**src/rtl/col_loader_pkg.sv**
```systemverilog
package col_loader_pkg;
  localparam int unsigned WORD_W_DEF = 32;
  localparam int unsigned DEPTH_DEF  = 8;
  localparam int unsigned NCOL_DEF   = 256;
endpackage

```
**src/rtl/col_shifter.sv**
```systemverilog
module col_shifter #(
  parameter int unsigned WORD_W = 32,
  parameter int unsigned DEPTH  = 8,
  localparam int unsigned COL_W = WORD_W * DEPTH
) (
  input  logic              clk_i,
  input  logic              rst_ni,
  input  logic              shift_i,
  input  logic [WORD_W-1:0] word_i,
  output logic [COL_W-1:0]  col_nxt_o
);
  for (genvar k = 0; k < WORD_W; k++) begin : g_lane
    logic [DEPTH-1:0] sr_q;
    logic [DEPTH-1:0] sr_d;
    // newest bit enters at MSB; after DEPTH shifts word j sits at bit j
    assign sr_d = {word_i[k], sr_q[DEPTH-1:1]};
    assign col_nxt_o[k*DEPTH +: DEPTH] = sr_d;
    always_ff @(posedge clk_i or negedge rst_ni) begin
      if (!rst_ni)      sr_q <= '0;
      else if (shift_i) sr_q <= sr_d;
    end
  end
endmodule

```
**src/rtl/col_seq.sv**
```systemverilog
module col_seq #(
  parameter int unsigned DEPTH = 8,
  parameter int unsigned NCOL  = 256,
  localparam int unsigned BEAT_W = $clog2(DEPTH),
  localparam int unsigned ADDR_W = $clog2(NCOL)
) (
  input  logic              clk_i,
  input  logic              rst_ni,
  input  logic              frame_start_i,
  input  logic              word_valid_i,
  output logic              shift_o,
  output logic              load_o,
  output logic              wr_o,
  output logic [ADDR_W-1:0] col_o,
  output logic [BEAT_W-1:0] beat_o,
  output logic              done_o
);
  logic [BEAT_W-1:0] beat_q;
  logic [ADDR_W-1:0] col_q;
  logic              wr_q, done_q;

  assign shift_o = word_valid_i && !frame_start_i;
  assign load_o  = shift_o && (beat_q == BEAT_W'(DEPTH-1));

  always_ff @(posedge clk_i or negedge rst_ni) begin
    if (!rst_ni) begin
      beat_q <= '0;
      col_q  <= '0;
      wr_q   <= 1'b0;
      done_q <= 1'b0;
    end else begin
      done_q <= wr_q && (col_q == ADDR_W'(NCOL-1));
      wr_q   <= load_o;
      if (frame_start_i) begin
        beat_q <= '0;
        col_q  <= '0;
      end else begin
        if (shift_o) beat_q <= load_o ? '0 : beat_q + 1'b1;
        if (wr_q)    col_q  <= (col_q == ADDR_W'(NCOL-1)) ? '0 : col_q + 1'b1;
      end
    end
  end

  assign wr_o   = wr_q;
  assign col_o  = col_q;
  assign beat_o = beat_q;
  assign done_o = done_q;
endmodule

```
**src/rtl/col_buffer.sv**
```systemverilog
module col_buffer #(
  parameter int unsigned COL_W = 256
) (
  input  logic             clk_i,
  input  logic             rst_ni,
  input  logic             load_i,
  input  logic [COL_W-1:0] d_i,
  output logic [COL_W-1:0] q_o,
  output logic [COL_W-1:0] qn_o
);
  logic [COL_W-1:0] q;
  always_ff @(posedge clk_i or negedge rst_ni) begin
    if (!rst_ni)     q <= '0;
    else if (load_i) q <= d_i;
  end
  assign q_o  = q;
  assign qn_o = ~q;
endmodule

```
**src/rtl/col_decoder.sv**
```systemverilog
module col_decoder #(
  parameter int unsigned NCOL = 256,
  localparam int unsigned ADDR_W = $clog2(NCOL)
) (
  input  logic              en_i,
  input  logic [ADDR_W-1:0] addr_i,
  output logic [NCOL-1:0]   en_n_o
);
  for (genvar i = 0; i < NCOL; i++) begin : g_line
    assign en_n_o[i] = !(en_i && (addr_i == ADDR_W'(i)));
  end
endmodule

```
**src/rtl/col_loader.sv**
```systemverilog
module col_loader
  import col_loader_pkg::*;
#(
  parameter int unsigned WORD_W = WORD_W_DEF,
  parameter int unsigned DEPTH  = DEPTH_DEF,
  parameter int unsigned NCOL   = NCOL_DEF,
  localparam int unsigned COL_W  = WORD_W * DEPTH,
  localparam int unsigned ADDR_W = $clog2(NCOL),
  localparam int unsigned BEAT_W = $clog2(DEPTH)
) (
  input  logic              clk_i,
  input  logic              rst_ni,
  input  logic              frame_start_i,
  input  logic              word_valid_i,
  input  logic [WORD_W-1:0] word_i,
  output logic [COL_W-1:0]  col_data_o,
  output logic [COL_W-1:0]  col_data_n_o,
  output logic [NCOL-1:0]   col_en_n_o,
  output logic              scan_done_o
);
  logic              shift, load, wr;
  logic [ADDR_W-1:0] col;
  logic [BEAT_W-1:0] beat_q;
  logic [COL_W-1:0]  col_nxt;

  col_seq #(.DEPTH(DEPTH), .NCOL(NCOL)) u_seq (
    .clk_i, .rst_ni, .frame_start_i, .word_valid_i,
    .shift_o(shift), .load_o(load), .wr_o(wr), .col_o(col),
    .beat_o(beat_q), .done_o(scan_done_o)
  );

  col_shifter #(.WORD_W(WORD_W), .DEPTH(DEPTH)) u_shift (
    .clk_i, .rst_ni, .shift_i(shift), .word_i, .col_nxt_o(col_nxt)
  );

  col_buffer #(.COL_W(COL_W)) u_buf (
    .clk_i, .rst_ni, .load_i(load), .d_i(col_nxt),
    .q_o(col_data_o), .qn_o(col_data_n_o)
  );

  col_decoder #(.NCOL(NCOL)) u_dec (
    .en_i(wr), .addr_i(col), .en_n_o(col_en_n_o)
  );
endmodule

```
**config.mk**
```make
export PLATFORM = sky130hd
export DESIGN_NAME = col_loader
export DESIGN_NICKNAME = d
export VERILOG_FILES = /design/src/rtl/col_loader_pkg.sv /design/src/rtl/col_shifter.sv /design/src/rtl/col_seq.sv /design/src/rtl/col_buffer.sv /design/src/rtl/col_decoder.sv /design/src/rtl/col_loader.sv
export SDC_FILE = /design/constraint.sdc
export NUM_CORES = 1
export LEC_CHECK = 0
export ABC_AREA = 1
export BUFFER_PORTS_ARGS = -buffer_cell sky130_fd_sc_hd__buf_2
export CELL_PAD_IN_SITES_DETAIL_PLACEMENT = 2
export CELL_PAD_IN_SITES_GLOBAL_PLACEMENT = 2
export CORE_AREA = 2 2 316 318
export CTS_BUF_LIST = sky130_fd_sc_hd__clkbuf_4 sky130_fd_sc_hd__clkbuf_8 sky130_fd_sc_hd__clkbuf_16
export DETAILED_ROUTE_END_ITERATION = 16
export DIE_AREA = 0 0 318 320
export GPL_ROUTABILITY_DRIVEN = 0
export HOLD_SLACK_MARGIN = 0.12
export PLACE_DENSITY_LB_ADDON = 0.3
export SYNTH_ARGS = -nofsm -noshare
export SYNTH_HDL_FRONTEND = slang
export SYNTH_SLANG_ARGS = --single-unit
```
**constraint.sdc**
```tcl
create_clock -name clk_i -period 1.8 [get_ports clk_i]
set_input_delay 0.18 -clock clk_i [delete_from_list [all_inputs] [get_ports clk_i]]
set_output_delay 0.18 -clock clk_i [all_outputs]
set_load 0.05 [all_outputs]
```
# After elaboration in Yosys (flattened, before gate mapping)
# Cells that the tools add are included.
# W data, S select, Z words.
[word_totals]
regBits = 525
out_inout_bits = 769
word_cells = 820
[classes]
add_sub_neg = 2
n_eq_ne = 256
n_mux = 6
n_bitwise = 1
reduce_logical = 518
[op_table]
columns = ["op", "count"]
rows = [
  ["$eq A8 B8 Y1 const B", 128],
  ["$eq A8 B7 Y1 const B", 64],
  ["$logic_and A1 B1 Y1", 258],
  ["$logic_not A1 Y1", 257],
  ["$eq A8 B6 Y1 const B", 32],
  ["$not A256 Y256", 1],
  ["$eq A8 B5 Y1 const B", 16],
  ["$eq A8 B4 Y1 const B", 8],
  ["$eq A8 B3 Y1 const B", 4],
  ["$mux W8", 3],
  ["$eq A8 B2 Y1 const B", 2],
  ["$mux W3", 3],
  ["$add A8 B1 Y8 const B", 1],
  ["$eq A8 B1 Y1 const B", 1],
  ["$logic_not A8 Y1", 1],
  ["$reduce_bool A2 Y1", 2],
  ["$add A3 B1 Y3 const B", 1],
  ["$eq A3 B3 Y1 const B", 1],
]

# Longest topological paths before layout
# Gate-level depths: netlist (run 1).
[depth]
word_depth = 6
depth_mapped = 8
mapped_depth_nobuf = 7

# Cells and area by module
# Synthesis (run 1) repeated with hierarchy kept, for this count alone.
[hier_totals]
hier_cells = 2778
hier_area_um2 = 22338.9
[modules_own_cells]
columns = ["module", "n_inst", "cells_each", "area_each_um2"]
rows = [
  ["col_buffer", 1, 1338, 10771.6],
  ["col_shifter", 1, 978, 8747.1],
  ["col_decoder", 1, 379, 2142.1],
  ["col_seq", 1, 83, 678.2],
]

# Worst setup path before layout (run 1)
# No wires, ideal clock.
[synth_path]
path_type = "reg-to-output"
startpoint = "reg u_seq.col_q[0] (netlist: u_seq.col_o[0])"
endpoint = "out col_en_n_o[0]"
t_arrival_ns = 1.782
t_required_ns = 1.620
setup_slack_ns = -0.162
stages_incl_launch_ff = 7
n_path_buf = 1
cell_sequence = "dfrtp_1 > inv_1 > ha_1 > inv_1 > nor4_2 > buf_2 > nand2_1"
[synth_between]
elab_chain_len = 3
[synth_lines]
columns = ["item", "line_no", "rtl"]
rows = [
  ["start, declared", "col_seq.sv:19", "logic [ADDR_W-1:0] col_q;"],
  ["start signal, assigned", "col_seq.sv:39", "if (wr_q) col_q <= (col_q == ADDR_W'(NCOL-1)) ? '0 : col_q + 1'b1;"],
  ["$logic_not A8 Y1", "col_decoder.sv:10", "assign en_n_o[i] = !(en_i && (addr_i == ADDR_W'(i)));"],
  ["$logic_and A1 B1 Y1", "col_decoder.sv:10", ""],
  ["$logic_not A1 Y1", "col_decoder.sv:10", ""],
  ["end, declared", "col_loader.sv:18", "output logic [NCOL-1:0] col_en_n_o,"],
]
# No other way between the ends.

# Worst setup path in the final report (run 1)
[layout_path]
startpoint = "reg u_seq.col_q[2] (netlist: u_seq.col_o[2])"
endpoint = "out col_en_n_o[248]"
[layout_between]
elab_chain_len = 3
[layout_lines]
columns = ["item", "line_no"]
rows = [
  ["$eq A8 B8 Y1", "col_decoder.sv:10"],
  ["$logic_and A1 B1 Y1", "col_decoder.sv:10"],
  ["$logic_not A1 Y1", "col_decoder.sv:10"],
]
# No other way between the ends.

==> impl_metrics.toml, run 1 <==
[cts]
cts.root.buffer_cell = "clkbuf_16"
clockBufferDepth = 3
path_clk_slew_ns = 0.06
cts_buffers = 57
htree_levels = 2
clock-sinks = 493
clk_latency_ns = 0.63
cts_tree = "done"

[worst_setup_path]
critical_path_class = "reg2out"
arrival_ns = 2.13
worstPathCellList = "nor2_4 > inv_4 > nor3_4 > buf_12 > buf_12 > nand2_1 > buf_4"
worst-path-max-fanout = 8
cpMaxStageDelayCell = "dfrtp_2"
critPathMostFrequentCell = "buf_12"
worstPathRequired_ns = 1.62
max_stage_delay_ns = 0.46
start_kind = "register"
critPathCaptureType = "output pin"

[logic_synthesis]
synth_ff_type = "dfrtp_1"
synth-async-reset-ratio = 1.00
synth_top_area_frac = 0.604
yosysWarnings = 0
ys_ff_latch = 493
yosysTopAreaCell = "dfrtp_1"
synthCells = 2406
synth_fp_nets = 2448
netlist_area_um2 = 20400
synth-edff-count = 0
synthTopCellsByCount = "nand2_1 (793), dfrtp_1 (493), o21ai_0 (470)"
ys_top_cells_by_area = "dfrtp_1 (60%), nand2_1 (15%), o21ai_0 (12%)"
synthDistinctLibCells = 21
post-synth-top-count-cell = "nand2_1"
avgSynthCellArea_um2 = 8.48
yosysSeqAreaShare = 0.604

[floorplan]
die-area_um2 = 102000
pin_count = 805
dieHeight_um = 320
core_area_um2 = 98000
num_rows = 115
start_util = 0.208
die_w_um = 318

[global_routing]
grt_pass1_vias = 21600
gr-total-overflow = 0
antenna_found_initial = 4
gr-usage-all-layers = 0.173
grt_first_pass_wirelength_mm = 137
grt_max_degree = 132

[timing]
clock-skew-final_ns = 0.0289
finalHoldViolations = 0
finalSetupViolations = 256
slew_viol_final = 0
relSlewSlack = 0.396
tightestPinTransition_ns = 0.904
rsz0062_at_grt = "yes"
fin_ws_ns = -0.512
achievable-frequency_ghz = 0.433
fin_crit_sh = 1.28
fin_crit_ns = 2.31

[final_layout]
drive_gt1_frac = 0.360
area_growth_pct = 54.6
final_area_um2 = 31600
final_util = 0.322
fill_cells = 11100
final_nets = 3364

[placed_design]
hpwlAfterDp_mm = 65.3
place_area_um2 = 26900
io_buffers = 804
pre_cts_ws_ns = -0.170

[detailed_routing]
wl_mm = 91.5
drc_errors = 0
drt_iter0_drc = 739
viasPerCell = 4.22
num_vias = 19700
drt-wirelength-per-cell_um = 19.7
ant_nets = 0
dr.pass1.iters = 4

[pwr]
p_leak_uw = 0.0157
power_density_nw_per_um2 = 960
p_total_uw = 30300
peakVddDrop_mv = 0.670

[status]
outcome = "finished with violations"
violations = "setup timing"

[hold_path]
hold_path.class = "in2async"

[job]
cap_violations = 0
## routing by layer
layer	routed length, um	vias to the layer above	part of all wire	GRT usage
met2	48500	608	0.53	0.323
met3	5440	131	0.059	0.0403
met1	35100	9831	0.38	0.194
met5	0	-	0	0
met4	2550	0	0.028	0.0477
li1	-	9092	-	-
## power breakdown
| group | switching, uW | leakage (uW) | internal [uW] |
|---|---|---|---|
| Combinational | 3670 | 0.00910 | 1050 |
| Sequential | 927 | 0.00563 | 12300 |
| Clock | 4900 | 0.00101 | 7440 |
## state kept, by name, indices dropped and copies added (netlist names)
signal / flops
u_buf.q_o: 256
u_shift.g_lane.sr_q: 224
u_seq.done_o: 1
u_seq.beat_o: 3
u_seq.wr_o: 1
u_seq.col_o: 8
## layout make-up
class | count | area (um^2) | area share
clock buffers | 83 | 1750 | 0.0555
repair buffers | 998 | 7460 | 0.236
clock inverters | 20 | 260 | 0.00825
flip-flops and latches | 493 | 12300 | 0.391
multi-input cells | 1343 | 6490 | 0.206
well taps | 1287 | 1610 | 0.0510
diodes | 3 | 7.51 | 0.000238
inverters | 429 | 1630 | 0.0516
## worst max-delay path: cells and delay by family, from the launching register on
kind	cells	cell delay (ns)
buf+inv	4	0.58
simple gates	3	0.49
flops	1	0.46
## logic make-up (layout without fill, tap and decap cells)
logic type | count (synthesis) | in the layout | synth area share
AOI/OAI and AO/OA | 475 | 475 | 0.117
other | 0 | 3 | 0
DFF | 493 | 493 | 0.604
adders and majority gates | 6 | 6 | 0.00368
and+or+nand+nor | 862 | 862 | 0.165
buffers and inverters | 570 | 1530 | 0.111
## path summary, 6_finish.rpt
kind / start / endpoint / slack (ns) / cells after the start
setup / recovery: u_seq.col_o[2]$_DFFE_PN0P_ / col_en_n_o[248] / -0.51 / 7
hold / removal: rst_ni / u_shift.g_lane[6].sr_q[1]$_DFFE_PN0P_ / 0.23 / 3
setup reg to reg: u_seq.beat_o[0]$_DFFE_PN0P_ / u_buf.q_o[150]$_DFFE_PN0P_ / 0.03 / 8
hold reg to reg: u_shift.g_lane[25].sr_q[1]$_DFFE_PN0P_ / u_shift.g_lane[25].sr_q[1]$_DFFE_PN0P_ / 0.48 / 2
max in group asynchronous: rst_ni / u_buf.q_o[180]$_DFFE_PN0P_ / 0.25 / 3
min in group clk_i: word_i[8] / u_buf.q_o[71]$_DFFE_PN0P_ / 0.32 / 4
## metrics by stage
step                      TNS (ns)  instances  hold WS, ns
after detailed placement     -2.14       4477       0.0919
after CTS                  -124.19       4646        0.193
after floorplan              -1.47       2406       -0.116
after global placement      -0.681       4477       0.0882
after global routing       -143.93       4654        0.232
final                      -109.33       4656        0.234
## what timing repair did
item                       4_1_cts  5_1_grt
gates cloned                     6        4
pin swaps                       14       13
setup endpoints to repair      259      396
hold endpoints to repair       562        0
gates resized for setup        348      248
setup buffers                   24        6
hold buffers                    36        0
## cells in the final DEF (no fill, tap or decap), types with 4 or more instances in the layout
cell type,n
nor2_2,13
nand2_1,709
nand3_1,22
buf_2,645
bufinv_16,5
o21ai_0,470
dlygate4sd3_1,36
clkbuf_4,9
nor2_1,8
dfrtp_1,485
buf_16,5
dfrtp_2,8
ha_4,4
buf_12,50
inv_1,416
nand2_4,46
clkinv_2,11
buf_8,45
nand2_2,38
nor2_4,18
nor3_4,5
buf_6,105
inv_2,8
clkbuf_16,60
buf_4,108
clkbuf_8,18
a21oi_1,4
Note: power is estimated with default switching activity, not from simulation.
==> inputs of run 2 (changes only) <==
- CAP_MARGIN: not set -> 20
- GPL_ROUTABILITY_DRIVEN: 0 -> not set
- RECOVER_POWER: not set -> 25
==> run 2 against run 1 <==
Effect of this change:
- the run still ends with setup timing left
- clock power about the same
- worst setup slack worse by 0.0015 ns
- sequential share of layout area up 0.15 points
- total power down 0.14%
- highest routed layer unchanged
==> impl_metrics.toml, run 2 (synthesized netlist as in run 1, its figures left out) <==
[worst_setup_path]
critPathMostFrequentCell = "buf_12"
worstPathCellList = "nor2_4 > inv_4 > nor3_4 > buf_12 > buf_12 > nand2_1 > buf_4"
worst-path-max-fanout = 8
critical_path_class = "reg2out"
critPathTopFamily = "buffers and inverters"
worstPathRequired_ns = 1.62
max_stage_delay_ns = 0.46
cpMaxStageDelayCell = "dfrtp_2"
cp_num_buf_inv = 4
start_kind = "register"
critPathCaptureType = "output pin"
arrival_ns = 2.13

[global_routing]
gr-usage-all-layers = 0.173
antenna_found_initial = 4
gr-total-overflow = 0
grt_pass1_vias = 21600
grt_first_pass_wirelength_mm = 137
grt_max_degree = 132

[timing]
fin_ws_ns = -0.513
achievable-frequency_ghz = 0.432
slew_viol_final = 0
relSlewSlack = 0.302
fin_setup_tns_ns = -109.31
clock-skew-final_ns = 0.0290
finalHoldViolations = 0
fin_crit_sh = 1.29
tightestPinTransition_ns = 1.05
fin_crit_ns = 2.31
finalSetupViolations = 256
rsz0062_at_grt = "yes"

[final_layout]
final_common_cell = "nand2_1"
area_growth_pct = 54.0
final_area_um2 = 31400
final_cell_mix = "nand2_1 (709), buf_2 (646), dfrtp_1 (485), o21ai_0 (470), inv_1 (416)"
drive_gt1_frac = 0.359
largest_register_ffs = 256
final_nets = 3364

[placed_design]
io_buffers = 804
hpwlAfterDp_mm = 65.3
place.gp.congestion = 0.756
place_area_um2 = 26900

[status]
violations = "setup timing"
outcome = "finished with violations"

[detailed_routing]
drt-wirelength-per-cell_um = 19.7
ant_nets = 0
drt_iter0_drc = 774
wl_mm = 91.5
num_vias = 19700
viasPerCell = 4.23
drc_errors = 0
dr.pass1.iters = 4

[cts]
clockBufferDepth = 3
clk_latency_ns = 0.63
htree_levels = 2
cts.root.buffer_cell = "clkbuf_16"
cts_tree = "done"
cts_buffers = 57
path_clk_slew_ns = 0.06
clock-sinks = 493

[pwr]
power_density_nw_per_um2 = 962
p_leak_uw = 0.0157
peakVddDrop_mv = 0.668

[floorplan]
die_w_um = 318
die-area_um2 = 102000
pin_count = 805
start_util = 0.208
core_area_um2 = 98000
num_rows = 115
dieHeight_um = 320

[job]
cap_violations = 0

[hold_path]
hold_path.class = "in2reg"
## run 2: changes by cell type in the layout (fill, tap and decap cells not counted)
cell      previous run  this run
clkbuf_4             9        11
buf_8               45        44
clkbuf_2             0        10
buf_4              108        95
buf_12              50        45
buf_2              645       646
clkbuf_1             0         6
## run 2: worst min-delay path, stage by stage
cell,delay [ns]
dlygate4sd3_1,0.51
buf_2,0.11
nand2_1,0.05
o21ai_0,0.06
## run 2: through the flow
stage	util	setup slack [ns]	cells	power, uW	hold WS (ns)
final	0.321	-0.513	4656	30200	0.318
after global routing	0.321	-0.616	4654	31700	0.337
after CTS	0.314	-0.566	4646	30900	0.193
after detailed placement	0.275	-0.170	4477	18200	0.0919
after global placement	0.275	-0.0581	4477	18000	0.0882
after floorplan	-	-0.0735	2406	16300	-0.116
## run 2: worst paths after layout
kind | slack [ns] | depth (start not counted) | endpoint | startpoint
hold / removal | 0.32 | 4 | u_buf.q_o[71]$_DFFE_PN0P_ | word_i[8]
hold reg to reg | 0.48 | 2 | u_shift.g_lane[25].sr_q[1]$_DFFE_PN0P_ | u_shift.g_lane[25].sr_q[1]$_DFFE_PN0P_
min in group asynchronous | 0.60 | 3 | u_shift.g_lane[7].sr_q[7]$_DFFE_PN0P_ | rst_ni
max in group asynchronous | 0.07 | 3 | u_buf.q_o[97]$_DFFE_PN0P_ | rst_ni
setup reg to reg | 0.03 | 9 | u_buf.q_o[57]$_DFFE_PN0P_ | u_seq.beat_o[0]$_DFFE_PN0P_
setup / recovery | -0.51 | 7 | col_en_n_o[248] | u_seq.col_o[2]$_DFFE_PN0P_
## run 2: repair_timing
| item | 4_1_cts | 5_1_grt |
|---|---|---|
| cloned | 6 | 4 |
| hold endpoints to repair | 562 | 0 |
| pin swaps | 14 | 13 |
| gates resized for setup | 348 | 248 |
| setup endpoints to repair | 259 | 396 |
| hold buffers | 36 | 0 |
| buffers inserted | 24 | 6 |
## run 2: report_power, final
group          leakage (uW)  internal (uW)  total [uW]  switching (uW)
logic               0.00905           1020        4690            3670
registers           0.00563          12300       13200             925
clock network       0.00101           7440       12300            4890
## run 2: final cells by class
type	count	area [um^2]
flip-flops and latches	493	12300
clock buffers	83	1750
inverters	429	1630
clock inverters	20	260
repair buffers	998	7340
multi-input cells	1343	6490
well taps	1287	1610
fillers	11100	66600
diodes	3	7.51
## run 2: metal layers
layer  share of wire  vias up  GRT usage
met1            0.38     9857      0.194
met4           0.028        0     0.0477
li1                -     9100          -
met2            0.53      622      0.323
met5               0        -          0
met3           0.061      133     0.0403
==> inputs of run 3 (changes only) <==
- ABC_AREA: 1 -> not set
- CORE_AREA: 2 2 316 318 -> 2 2 313 315
- DIE_AREA: 0 0 318 320 -> 0 0 315 317
==> run 3 against run 2 <==
Effect of this change:
- the flow still finishes with violations (setup timing)
- sequential power hardly changed
- sequential cell count stayed put
- largest cell class unchanged
- synthesized cell count is 1.2% higher
- sequential share of layout area is 0.84 points higher
- global-route usage is 0.23 points lower
- worst setup slack better by 0.030 ns
- highest routed layer unchanged
==> impl_metrics.toml, run 3 <==
[status]
outcome = "finished with violations"
violations = "setup timing"

[logic_synthesis]
synth-edff-count = 0
netlist_area_um2 = 20400
ys_top_cells_by_area = "dfrtp_1 (60%), nand2_1 (22%), o21ai_0 (6.3%)"
yosysWarnings = 0
yosysSeqAreaShare = 0.605
synthCells = 2436
synth-async-reset-ratio = 1.00
synthDistinctLibCells = 34
synthTopCellsByCount = "nand2_1 (1,178), dfrtp_1 (493), inv_1 (262)"
avgSynthCellArea_um2 = 8.38
yosysTopAreaCell = "dfrtp_1"
synth_ff_type = "dfrtp_1"
post-synth-top-count-cell = "nand2_1"
synth_top_area_frac = 0.605
ys_ff_latch = 493
synth_fp_nets = 2478

[cts]
clock-sinks = 493
cts_buffers = 57
cts.root.buffer_cell = "clkbuf_16"
clk_latency_ns = 0.63
path_clk_slew_ns = 0.06
cts_tree = "done"
clockBufferDepth = 3
htree_levels = 2

[final_layout]
area_growth_pct = 50.8
final_cell_mix = "nand2_1 (1,148), buf_2 (660), dfrtp_1 (487), inv_1 (260), o21ai_0 (258)"
drive_gt1_frac = 0.342
fill_cells = 11100
final_nets = 3390
fin_cells = 4666
largest_register_ffs = 256
final_common_cell = "nand2_1"
final_area_um2 = 30800

[pwr]
power_density_nw_per_um2 = 963
p_leak_uw = 0.0157
p_total_uw = 29600
peakVddDrop_mv = 0.621

[global_routing]
grt_first_pass_wirelength_mm = 133
grt_max_degree = 101
grt_pass1_vias = 21200
gr-total-overflow = 0
antenna_found_initial = 2
gr-usage-all-layers = 0.170

[timing]
relSlewSlack = 0.410
finalSetupViolations = 260
clock-skew-final_ns = 0.0272
fin_ws_ns = -0.483
rsz0062_at_grt = "yes"
finalHoldViolations = 0
slew_viol_final = 0
achievable-frequency_ghz = 0.438
tightestPinTransition_ns = 0.884
fin_setup_tns_ns = -102.31
fin_crit_sh = 1.27
fin_crit_ns = 2.28

[worst_setup_path]
start_kind = "register"
arrival_ns = 2.10
critPathCaptureType = "output pin"
critical_path_class = "reg2out"
worstPathRequired_ns = 1.62
worst-path-max-fanout = 7

[detailed_routing]
dr.pass1.iters = 4
viasPerCell = 4.23
drt_iter0_drc = 739
wl_mm = 89.3
ant_nets = 0
drt-wirelength-per-cell_um = 19.1
num_vias = 19700
drc_errors = 0

[placed_design]
hpwlAfterDp_mm = 65.1
dp_cells = 4498
place_area_um2 = 27000
pre_cts_ws_ns = -0.0150
io_buffers = 804
place.gp.congestion = 0.797

[floorplan]
start_util = 0.212
die_w_um = 315
core_area_um2 = 96300
num_rows = 114
die-area_um2 = 99900
pin_count = 805
dieHeight_um = 317

[hold_path]
hold_path.class = "in2reg"

[job]
cap_violations = 0
## run 3: cell count changes in the layout (fill, tap and decap cells not counted), sizes merged, moves of 7 or more
cell / change
nand2b: +7
o21ai: -210
nor2: -9
clkinv: -7
inv: -167
nand2: +384
nand3: -7
## run 3: worst max-delay path: stages, from the launching register on
cell	delay (ns)
dfrtp_2	0.48
buf_4	0.22
nor3_4	0.26
buf_6	0.16
buf_16	0.13
nand2_1	0.09
buf_6	0.16
## run 3: path summary, 6_finish.rpt
kind	start	endpoint	slack (ns)	cells after the start
setup / recovery	u_seq.col_o[2]$_DFFE_PN0P_	col_en_n_o[1]	-0.48	6
hold / removal	word_i[2]	u_shift.g_lane[2].sr_q[7]$_DFFE_PN0P_	0.31	4
setup reg to reg	u_seq.beat_o[0]$_DFFE_PN0P_	u_buf.q_o[74]$_DFFE_PN0P_	-0.02	8
hold reg to reg	u_shift.g_lane[15].sr_q[1]$_DFFE_PN0P_	u_shift.g_lane[15].sr_q[1]$_DFFE_PN0P_	0.48	2
max in group asynchronous	rst_ni	u_buf.q_o[225]$_DFFE_PN0P_	0.21	4
min in group asynchronous	rst_ni	u_shift.g_lane[31].sr_q[2]$_DFFE_PN0P_	0.68	3
## run 3: timing repair
action | 4_1_cts | 5_1_grt
gates resized for setup | 263 | 199
setup buffers | 24 | 3
endpoints found under the setup margin | 271 | 457
hold buffers | 36 | 0
cloned | 4 | 2
pin swaps | 7 | 11
endpoints found under the hold margin | 563 | 0
## run 3: report_power, final
| part | switching (uW) | leakage [uW] | internal, uW | total, uW |
|---|---|---|---|---|
| Combinational | 3650 | 0.00906 | 1050 | 4700 |
| Clock | 4820 | 0.000934 | 6760 | 11600 |
| Sequential | 1050 | 0.00572 | 12300 | 13400 |
| Total | 9520 | 0.0157 | 20100 | 29600 |
## run 3: cell type report
| class | instances | area, um^2 | share of cell area |
|---|---|---|---|
| flip-flops and latches | 493 | 12300 | 0.401 |
| repair buffers | 1000 | 7060 | 0.229 |
| multi-input cells | 1534 | 6910 | 0.225 |
| clock buffers | 90 | 1780 | 0.0578 |
| well taps | 1276 | 1600 | 0.0519 |
| inverters | 262 | 983 | 0.0320 |
| clock inverters | 10 | 90.1 | 0.00293 |
| diodes | 1 | 2.50 | 0.0000813 |
## run 3: routing by layer
layer	wire, um	vias to the layer above	global-route usage
met3	5090	113	0.0380
met2	47600	565	0.319
met5	0	-	0
met1	34400	9891	0.195
met4	2210	0	0.0418
li1	-	9148	-
## run 3: per-stage QoR
step,utilization,hold slack [ns]
after global routing,0.320,0.310
final,0.320,0.311
after detailed placement,0.280,0.130
after CTS,0.315,0.163
after floorplan,-,-0.116
after global placement,0.280,0.124
## run 3: logic make-up (layout without fill, tap and decap cells)
family / count (synthesis) / after routing / synth area share
fa+ha+maj: 6 / 6 / 0.00368
buf+inv: 409 / 1362 / 0.0833
compound gates: 269 / 269 / 0.0670
simple gates: 1254 / 1254 / 0.239
flops: 493 / 493 / 0.605
xor+xnor: 3 / 3 / 0.00129
other cells: 0 / 1 / 0
mux: 2 / 2 / 0.00104
